File: src/rtl/rx_carrier_sense.sv
module rx_carrier_sense #(
  parameter int CNT_W = 8
) (
  input  logic       clk,
  input  logic       rst_n,
  input  logic       rxd,
  input  logic [1:0] os_sel,
  input  logic [1:0] gap_code,
  output logic       crs,
  output logic       crs_chg
);
  localparam int         W       = CNT_W + 4;
  localparam logic [1:0] GAP_INF = 2'b00;

  logic             rxd_q, crs_d;
  logic [3:0]       cfg_q;
  logic [CNT_W-1:0] cnt, limit;
  logic [W-1:0]     n_os, lim_w;
  logic             line_edge, cfg_chg;

  assign line_edge = rxd ^ rxd_q;
  assign cfg_chg   = cfg_q != {os_sel, gap_code};
  assign crs_chg   = crs ^ crs_d;
  assign limit     = lim_w[CNT_W-1:0];

  always_comb begin
    unique case (os_sel)
      2'b01:   n_os = W'(8);
      2'b10:   n_os = W'(16);
      2'b11:   n_os = W'(32);
      default: n_os = W'(1);
    endcase
    if (os_sel == 2'b00) begin
      unique case (gap_code)
        2'b01:   lim_w = W'(14);
        2'b10:   lim_w = W'(4);
        default: lim_w = W'(3);
      endcase
    end else begin
      unique case (gap_code)
        2'b01:   lim_w = (n_os * W'(13)) >> 1;
        2'b10:   lim_w = (n_os * W'(3)) >> 1;
        default: lim_w = n_os;
      endcase
    end
  end

  always_ff @(posedge clk) begin
    if (!rst_n) begin
      rxd_q <= 1'b1;
      crs   <= 1'b1;
      crs_d <= 1'b1;
      cnt   <= '0;
      cfg_q <= '0;
    end else begin
      rxd_q <= rxd;
      crs_d <= crs;
      cfg_q <= {os_sel, gap_code};
      if (line_edge || gap_code == GAP_INF) begin
        crs <= 1'b1;
        cnt <= '0;
      end else if (cfg_chg) begin
        cnt <= '0;
      end else if (crs) begin
        if (cnt == limit - 1'b1) begin
          crs <= 1'b0;
          cnt <= '0;
        end else begin
          cnt <= cnt + 1'b1;
        end
      end
    end
  end
endmodule

File: config.mk
export PLATFORM = sky130hd
export DESIGN_NAME = rx_carrier_sense
export DESIGN_NICKNAME = d
export VERILOG_FILES = /design/src/rtl/rx_carrier_sense.sv
export SDC_FILE = /design/constraint.sdc
export NUM_CORES = 1
export LEC_CHECK = 0
export ABC_CLOCK_PERIOD_IN_PS = 2150
export BUFFER_PORTS_ARGS = -buffer_cell sky130_fd_sc_hd__buf_2
export CAP_MARGIN = 20
export CORE_UTILIZATION = 43
export DETAILED_ROUTE_END_ITERATION = 16
export GPL_ROUTABILITY_DRIVEN = 0
export HOLD_SLACK_MARGIN = 0.08
export SLEW_MARGIN = 20
export SYNTH_ARGS = -nofsm -noshare
export SYNTH_HDL_FRONTEND = slang
export SYNTH_SLANG_ARGS = --single-unit
File: constraint.sdc
create_clock -name clk -period 2.15 [get_ports clk]
set_input_delay 0 -clock clk [delete_from_list [all_inputs] [get_ports clk]]
set_output_delay 0 -clock clk [all_outputs]
set_load 0.02 [all_outputs]
==> results.txt, run 1 <==
PortBufs: 8
DP HPWL: 2410 microns
Post-synth EDFFs: 0
Worst EP arrival: 2450 ps
Fin crit period: 2290 ps
Compound-gate portion of the synthesized area: 13.6%
# rows: 19
Hold WS: 193 ps
Worst Setup Start Kind: input pin
Final Core Density: 65.2%
Ys flop type: dfxtp_1
Clk buf depth: 2
DR iter-0 viols: 33
Achievable Freq: 437 MHz
Via/cell ratio: 5.54
Max Cap Viol: 0
Synth area leaders: dfxtp_1 (23%), ha_1 (14%), xor2_1 (7.4%)
Starting Density: 46.6%
# DRC: 0
Final slew viol count: 0
Fin worst setup slack: -140 ps
Die X: 57.1 microns
Status: finished with violations
Dpl cell area: 1580 sq um
DP Worst Slack: -489 ps
Largest net degree at the start of global routing: 11
DR pass1 iterations: 4
Hold Path Class: input pin to flop
Unrepaired setup endpoints after global routing: yes
Commonest non-fill, non-tap cells in the layout: buf_4 (28), dfxtp_1 (15), xor2_1 (11)
Area share of fa/ha/maj cells after synthesis: 14.4%
Setup tns final: -1000 ps
Die Area: 3260 sq um
Congestion Overflow GR: 0
CTS tree: built
Synth top area share: 23.0%
WP data required: 2310 ps
Vias in the first global route: 1281
Grt met1 use: 26.3%
Most common cell after layout, fill and taps aside: buf_4
First-pass GRT wire length: 5530 microns
Crit. End Element: flop
Clock latency at the later pin of the worst-skew pair: 280 ps
Main combinational cell family by area after synthesis: simple AND/OR/NAND/NOR gates
Initial antenna violation count: 0
Final setup viols: 9
Number of routed nets with antenna violations: 0
GR peak layer: met2
Post-Synthesis Cell Area: 1310 sq um
Sequential area share after synthesis: 23.0%
Worst Tran Pin Value: 412 ps
Yosys warning count: 0
Synthesized Nets: 175
Htree depth: 1
WL final: 3240 microns
Core area: 2810 sq um
Post-synthesis cell type count: 40
#FFs+latches synth: 15
Power Density: 402 nW/um^2
Post-Synth XOR/XNOR Area: 13.4%
Final Hold Fails: 0
GRT met2 Usage: 38.2%
Static Leak: 0.000724 uW
Crit Path Category: input pin to flop
Top Ports: 9
Clk slew on worst S/H paths: 90 ps
Antenna cells: 0
Post-Synth Simple-Gate Area: 28.2%
Global router's overall resource usage: 21.7%
Final period utilization: 107%
Final instance area: 1830 sq um
Nets@finish: 218
P&R area growth vs syn: 39.9%
Root buf cell: clkbuf_4
Post-Route Skew: 1.90 ps
Synthesized instance count: 153
Critical path peak fanout: 6
Rel. slew slack: 72.5%
Failing checks: setup timing
Mux share of post-synthesis cell area: 2.59%
Asr flop ratio synth: 0%
Syn Area/Cell: 8.54 sq um
Per-cell routed wire length: 14.3 microns
Layout cells sized above 1: 38.5%
Leading area contributor after synthesis: dfxtp_1
Peak supply drop: 0.000391 V
CTS buffer count: 3
Die Y: 57.1 microns
Met3 Use GR: 4.31%
Vias: 1252
Total number of clock tree sinks: 15
-- critical path, stage by stage --
cell and delay [ps]:
buf_8 80, clkinvlp_4 110, ha_4 190, ha_4 230, nand3b_1 150, mux2_4 290
a31oi_4 140, nand3_1 100, a221o_1 360, a221o_1 360, nor3_4 360, nor3_2 90
-- timing repair --
action / 4_1_cts / 5_1_grt
gates resized for setup: 10 / 23
setup buffers: 3 / 1
pin swaps: 11 / 8
hold buffers: 6 / 0
hold endpoints to repair: 6 / 0
setup endpoints to repair: 9 / 9
-- through the flow --
step           total power, uW  cells
3_5_place_dp               527    212
6_report                   735    226
2_1_floorplan              444    153
4_1_cts                    705    225
3_3_place_gp               520    212
5_1_grt                    778    226
-- cell usage after synthesis (all sizes together), types with 2 or more instances --
library cell / number
inv: 10
and3: 2
nor3: 10
nand4: 5
a31o: 2
ha: 15
nand3: 9
nand4b: 2
buf: 3
nand3b: 3
dfxtp: 15
a21oi: 7
nand2: 10
nor2: 7
nand2b: 4
and2: 5
xnor2: 9
a21boi: 2
o21ai: 5
a221o: 2
xor2: 11
-- cell type report --
class,instances,area [sq um]
clock buffers,3,22.5
flip-flops and latches,15,300
well taps,31,38.8
inverters,10,41.3
repair buffers,42,320
fillers,244,977
multi-input cells,124,1100
clock inverters,1,5.00
-- power breakdown --
| part | internal, uW | switching, uW |
|---|---|---|
| combinational | 151 | 139 |
| sequential | 283 | 2.65 |
| clock | 69.1 | 89.7 |
| total | 503 | 232 |
-- flip-flops by register name, summed over array words and instances, names as in the netlist --
name,flops
cnt,8
cfg_q,4
crs,1
crs_d,1
rxd_q,1
-- worst paths after layout --
check             cells past startpoint                  end                start  slack [ps]
setup / recovery                     12  cnt[3]$_SDFFE_PP0P_            os_sel[1]        -140
hold / removal                        3  cfg_q[2]$_SDFF_PN0_            os_sel[0]         190
setup reg to reg                      5  cnt[3]$_SDFFE_PP0P_  cnt[5]$_SDFFE_PP0P_         390
hold reg to reg                       2  cnt[1]$_SDFFE_PP0P_  cnt[1]$_SDFFE_PP0P_         550
-- metal layers --
layer | routed length, microns | vias to the layer above
met1 | 1480 | 599
met3 | 59 | 7
met5 | 0 | -
met2 | 1650 | 19
li1 | - | 627
met4 | 50 | 0
-- logic make-up after synthesis --
group                      after synthesis
and+or+nand+nor                         63
xor gates and xnor gates                20
muxes                                    2
DFF                                     15
adders and majority gates               15
AOI/OAI and AO/OA                       24
buffers and inverters                   14
(Power assumes the default switching activity.)
==> run 2, diff against run 1 <==
--- a/config.mk
+++ b/config.mk
@@ -10,3 +10,3 @@
 export CAP_MARGIN = 20
-export CORE_UTILIZATION = 43
+export CORE_UTILIZATION = 54
 export DETAILED_ROUTE_END_ITERATION = 16
@@ -14,2 +14,3 @@
 export HOLD_SLACK_MARGIN = 0.08
+export PLACE_DENSITY = 0.75
 export SLEW_MARGIN = 20
==> constraint.sdc (replaced) <==
create_clock -name clk -period 2.15 [get_ports clk]
set_input_delay 0.3225 -clock clk [delete_from_list [all_inputs] [get_ports clk]]
set_output_delay 0.3225 -clock clk [all_outputs]
set_load 0.02 [all_outputs]
==> results.txt, run 2 (same netlist as run 1, synthesis figures left out) <==
Root buf cell: clkbuf_4
Top flop regs: cnt (8), cfg_q (4)
Initial antenna violation count: 0 (unchanged)
Hold WS: 244 ps (+51.6 ps)
Power Density: 415 nW/um^2 (+3.2%)
Final setup viols: 9 (unchanged)
Vias: 1290 (+3.0%)
Max Cap Viol: 0 (unchanged)
WL final: 3600 microns (+11%)
Clock latency at the later pin of the worst-skew pair: 300 ps (+20 ps)
Fin crit period: 2650 ps (+358 ps)
Achievable Freq: 378 MHz (-14%)
Area of the multi-input gates: 1090 sq um (-0.91%)
Filler cells: 143 (-41%)
PortBufs: 8 (unchanged)
Final Hold Fails: 0 (unchanged)
Clk buf depth: 2 (unchanged)
Status: finished with violations
Crit. End Element: flop
Largest register FFs: 8 (unchanged)
Die Area: 2620 sq um (-20%)
Final period utilization: 123% (+17 points)
Antenna cells: 0 (unchanged)
Rel. slew slack: 72.6% (+0.075 points)
Via/cell ratio: 5.81 (+4.9%)
Number of routed nets with antenna violations: 0 (unchanged)
Nets@finish: 217 (-0.46%)
Most flops, register: cnt
Failing checks: setup timing
DR pass1 iterations: 4 (unchanged)
Core area: 2250 sq um (-20%)
Fin worst setup slack: -498 ps (-358 ps)
P&R area growth vs syn: 37.5%
Final slew viol count: 0 (unchanged)
Worst Tran Pin Value: 409 ps (-2.94 ps)
Commonest non-fill, non-tap cells in the layout: buf_4 (32), dfxtp_1 (15), xor2_1 (11)
Starting Density: 57.9% (+11 points)
Congestion Overflow GR: 0 (unchanged)
Static Leak: 0.000721 uW (-0.50%)
Layout cells sized above 1: 39.7% (+1.2 points)
Total number of clock tree sinks: 15 (unchanged)
Critical path peak fanout: 6 (unchanged)
Htree depth: 1 (unchanged)
Largest net degree at the start of global routing: 10 (-1)
CTS buffer count: 3 (unchanged)
Hold-fix buffers, CTS: 0 (-6)
Top Ports: 9 (unchanged)
Vias in the first global route: 1283 (+0.16%)
Post-Route Skew: 10.6 ps (+8.67 ps)
Clk slew on worst S/H paths: 100 ps (about the same)
Worst EP arrival: 2830 ps (+380 ps)
CTS tree: built
Global router's overall resource usage: 29.5% (+7.8 points)
# DRC: 0 (unchanged)
Per-cell routed wire length: 16.2 microns (+13%)
Worst Setup Start Kind: input pin
Pwr Total: 745 uW (+1.4%)
# rows: 17 (-2)
Unrepaired setup endpoints after global routing: yes
WP data required: 2330 ps (+20 ps)
Peak supply drop: 0.000365 V (-6.6%)
DR iter-0 viols: 30 (-9.1%)
Die X: 51.2 microns (-10%)
Most common cell after layout, fill and taps aside: buf_4
Hold Path Class: input pin to flop
DP HPWL: 2470 microns (+2.3%)
Register area: 300 sq um (unchanged)
Die Y: 51.2 microns (-10%)
Crit Path Category: input pin to flop
First-pass GRT wire length: 5770 microns (+4.4%)
## run 2: cell types whose count changed in the layout (fill, tap and decap cells not counted), moves of 2 or more
cell and delta:
a21oi_1 +3, a21oi_2 -2, buf_4 +4, dlygate4sd3_1 -6, ha_1 +2, ha_2 -5, ha_4 +3, nor3_2 +2
o21ai_1 -2
## run 2: stage by stage
stage | setup TNS [ps] | setup slack, ps | utilization [%] | area, sq um | cells
2_1_floorplan | -4100 | -492 | - | 1350 | 153
3_3_place_gp | -5910 | -676 | 71.3 | 1610 | 213
3_5_place_dp | -7150 | -838 | 71.3 | 1610 | 213
4_1_cts | -3150 | -369 | 76.7 | 1730 | 220
5_1_grt | -4750 | -559 | 79.6 | 1800 | 222
6_report | -4190 | -498 | 79.6 | 1800 | 222
## run 2: layout make-up
cell class                 instances  area share [%]
tap                               28            1.95
timing repair buffer              41            16.8
clock inverter                     1           0.279
multi-input combinational        124            60.7
inverter                          10            2.30
sequential                        15            16.7
clock buffer                       3            1.25
## run 2: metal layers
metal	vias to the layer above	global-route usage, %	share of wire (%)
li1	627	-	-
met1	615	34.2	43
met2	42	54.2	52
met3	6	5.65	4.3
met4	0	8.33	0.69
met5	-	0	0
## run 2: what timing repair did
action                     in CTS  in global routing
pin swaps                       6                  8
gates resized for setup        18                 11
setup buffers                   3                  2
setup endpoints to repair       9                  9
## run 2: critical path, stage by stage
cell,delay [ps]
buf_8,90
clkinvlp_4,120
buf_4,160
ha_2,200
o21ai_0,220
a21oi_1,150
nor3_2,340
nand3_2,130
a221o_1,330
a221o_1,370
nor3_4,190
buf_6,150
nor3_1,50
## run 2: final timing paths
kind	start	endpoint	slack, ps	depth (start not counted)
worst max register to register	rxd_q$_SDFF_PN1_	cnt[2]$_SDFFE_PP0P_	390	5
worst min register to register	cnt[1]$_SDFFE_PP0P_	cnt[1]$_SDFFE_PP0P_	550	2
worst min-delay path	rst_n	rxd_q$_SDFF_PN1_	240	2
worst max-delay path	os_sel[1]	cnt[2]$_SDFFE_PP0P_	-500	13
## run 2: power breakdown
| part | leakage (uW) | internal (uW) | switching (uW) |
|---|---|---|---|
| logic | 0.000581 | 148 | 146 |
| registers | 0.000122 | 283 | 2.86 |
| clock network | 0.0000177 | 69.4 | 96.2 |
==> run 3, diff against run 2 <==
Settings changed: BUFFER_PORTS_ARGS -buffer_cell sky130_fd_sc_hd__buf_2 to unset, CORE_UTILIZATION 54 to 56, DONT_BUFFER_PORTS set to 1, PLACE_DENSITY 0.75 to 0.74.
==> results.txt, run 3 (same netlist as run 1, synthesis figures left out) <==
PortBufs: 0 (-8)
Most flops, register: cnt
Final slew viol count: 0 (unchanged)
CTS tree: built
Post-Route Skew: 1.78 ps (-8.80 ps)
DR pass1 iterations: 4 (unchanged)
Dpl cell area: 1560 sq um (-3.1%)
Register area: 300 sq um (unchanged)
Power Density: 426 nW/um^2 (+2.7%)
Clk buf depth: 2 (unchanged)
WL final: 3150 microns (-12%)
Fin worst setup slack: -306 ps (+192 ps)
Vias: 1220 (-5.4%)
First-pass GRT wire length: 5220 microns (-9.6%)
Filler cells: 149 (+4.2%)
Worst EP arrival: 2650 ps (-180 ps)
Static Leak: 0.000653 uW (-9.3%)
Crit. End Element: flop
Total number of clock tree sinks: 15 (unchanged)
Unrepaired setup endpoints after global routing: yes
Top flop regs: cnt (8), cfg_q (4)
Clock latency at the later pin of the worst-skew pair: 300 ps (about the same)
Worst Setup Start Kind: input pin
Peak supply drop: 0.000390 V (+6.8%)
Antenna cells: 0 (unchanged)
Vias in the first global route: 1255 (-2.2%)
Number of routed nets with antenna violations: 0 (unchanged)
Die Y: 50.3 microns (-1.7%)
Most common cell after layout, fill and taps aside: buf_4
Largest net degree at the start of global routing: 11 (+1)
P&R area growth vs syn: 29.6%
Top Ports: 9 (unchanged)
Die Area: 2530 sq um (-3.4%)
Die X: 50.3 microns (-1.7%)
Global router's overall resource usage: 26.8% (-2.7 points)
Congestion Overflow GR: 0 (unchanged)
Clk slew on worst S/H paths: 80 ps (-20 ps)
Final period utilization: 114% (-8.9 points)
Hold Path Class: input pin to flop
Htree depth: 1 (unchanged)
Final Hold Fails: 0 (unchanged)
CTS buffer count: 3 (unchanged)
Status: finished with violations
CP max stage delay: 330 ps (-40 ps)
DR iter-0 viols: 28 (-6.7%)
Failing checks: setup timing
Initial antenna violation count: 0 (unchanged)
Worst path cell trace: inv_1 > ha_4 > buf_12 > nand4b_1 > o21ai_2 > inv_1 > ha_4 > buf_4 > xor2_2 > xnor2_1 > nand3_1 > a221o_1 > buf_4 > nor3_1 > nor2_1
Hold-fix buffers, CTS: 0 (unchanged)
WP data required: 2340 ps (about the same)
Layout cells sized above 1: 31.8% (-7.8 points)
Area of the multi-input gates: 1080 sq um (-0.69%)
Root buf cell: clkbuf_4
Critical path peak fanout: 10 (+4)
Commonest non-fill, non-tap cells in the layout: buf_4 (25), dfxtp_1 (15), xor2_1 (10), nand2_1 (10)
Largest register FFs: 8 (unchanged)
# rows: 17 (unchanged)
Nets@finish: 202 (-6.9%)
Final instance area: 1690 sq um (-5.7%)
# DRC: 0 (unchanged)
Max Cap Viol: 0 (unchanged)
Core area: 2210 sq um (-1.9%)
Final setup viols: 9 (unchanged)
Rel. slew slack: 70.3% (-2.3 points)
Per-cell routed wire length: 15.2 microns (-6.1%)
DP HPWL: 2220 microns (-9.9%)
Starting Density: 59.0% (+1.1 points)
Hold WS: 84.6 ps (-159 ps)
Slowest library cell on the worst path: a221o_1
Crit Path Category: input pin to flop
Achievable Freq: 407 MHz (+7.8%)
Fin crit period: 2460 ps (-192 ps)
Worst Tran Pin Value: 444 ps (+35.1 ps)
Via/cell ratio: 5.89 (+1.4%)
-- run 3: changes by cell type in the layout (fill, tap and decap cells not counted), moves of 2 or more --
cell    before  now
nor3_2       7    2
nor3_1       2    6
buf_4       32   25
inv_2        2    0
buf_2        7    0
inv_1        7    9
-- run 3: metal layers --
| metal | vias up | global-route usage [%] | part of all wire [%] | wire length (microns) |
|---|---|---|---|---|
| met4 | 0 | 10.2 | 2.2 | 68 |
| li1 | 590 | - | - | - |
| met1 | 578 | 29.3 | 39 | 1240 |
| met2 | 41 | 48.2 | 53 | 1690 |
| met5 | - | 0 | 0 | 0 |
| met3 | 11 | 7.58 | 5.0 | 158 |
-- run 3: path summary, 6_finish.rpt --
check	cells past startpoint	start	slack [ps]	endpoint
worst max-delay path	15	gap_code[1]	-310	crs$_SDFFE_PP1N_
worst min-delay path	1	rst_n	80	crs_d$_SDFF_PN1_
worst max register to register	7	cnt[2]$_SDFFE_PP0P_	380	crs$_SDFFE_PP1N_
worst min register to register	2	cnt[1]$_SDFFE_PP0P_	570	cnt[1]$_SDFFE_PP0P_
-- run 3: through the flow --
stage | cells | utilization (%) | setup TNS, ps | worst slack (ps) | total power (uW)
global placement | 202 | 70.4 | -4920 | -571 | 515
CTS | 206 | 74.4 | -1780 | -232 | 697
finish | 207 | 76.5 | -2370 | -306 | 722
global route | 207 | 76.5 | -3080 | -372 | 758
floorplan | 153 | - | -4100 | -492 | 444
detailed placement | 202 | 70.4 | -5830 | -701 | 523
-- run 3: report_power, final --
part | internal (uW) | switching, uW | leakage (uW)
combinational | 138 | 127 | 0.000516
clock | 72.6 | 97.7 | 0.0000150
sequential | 283 | 2.96 | 0.000122
-- run 3: cell type report --
| class | instances | area share (%) |
|---|---|---|
| timing repair buffer | 26 | 12.3 |
| tap | 28 | 2.07 |
| clock buffer | 4 | 1.55 |
| sequential | 15 | 17.7 |
| multi-input combinational | 124 | 63.9 |
| inverter | 10 | 2.44 |
-- run 3: repair_timing --
item,4_1_cts,5_1_grt
pin swaps,6,4
setup buffers,0,1
endpoints found under the setup margin,9,9
resized for setup,14,7
-- run 3: critical path: cells and delay by family --
family          cells  cell delay (ps)
buf+inv             5              570
simple gates        4              520
fa+ha+maj           2              460
compound gates      2              460
xor+xnor            2              310
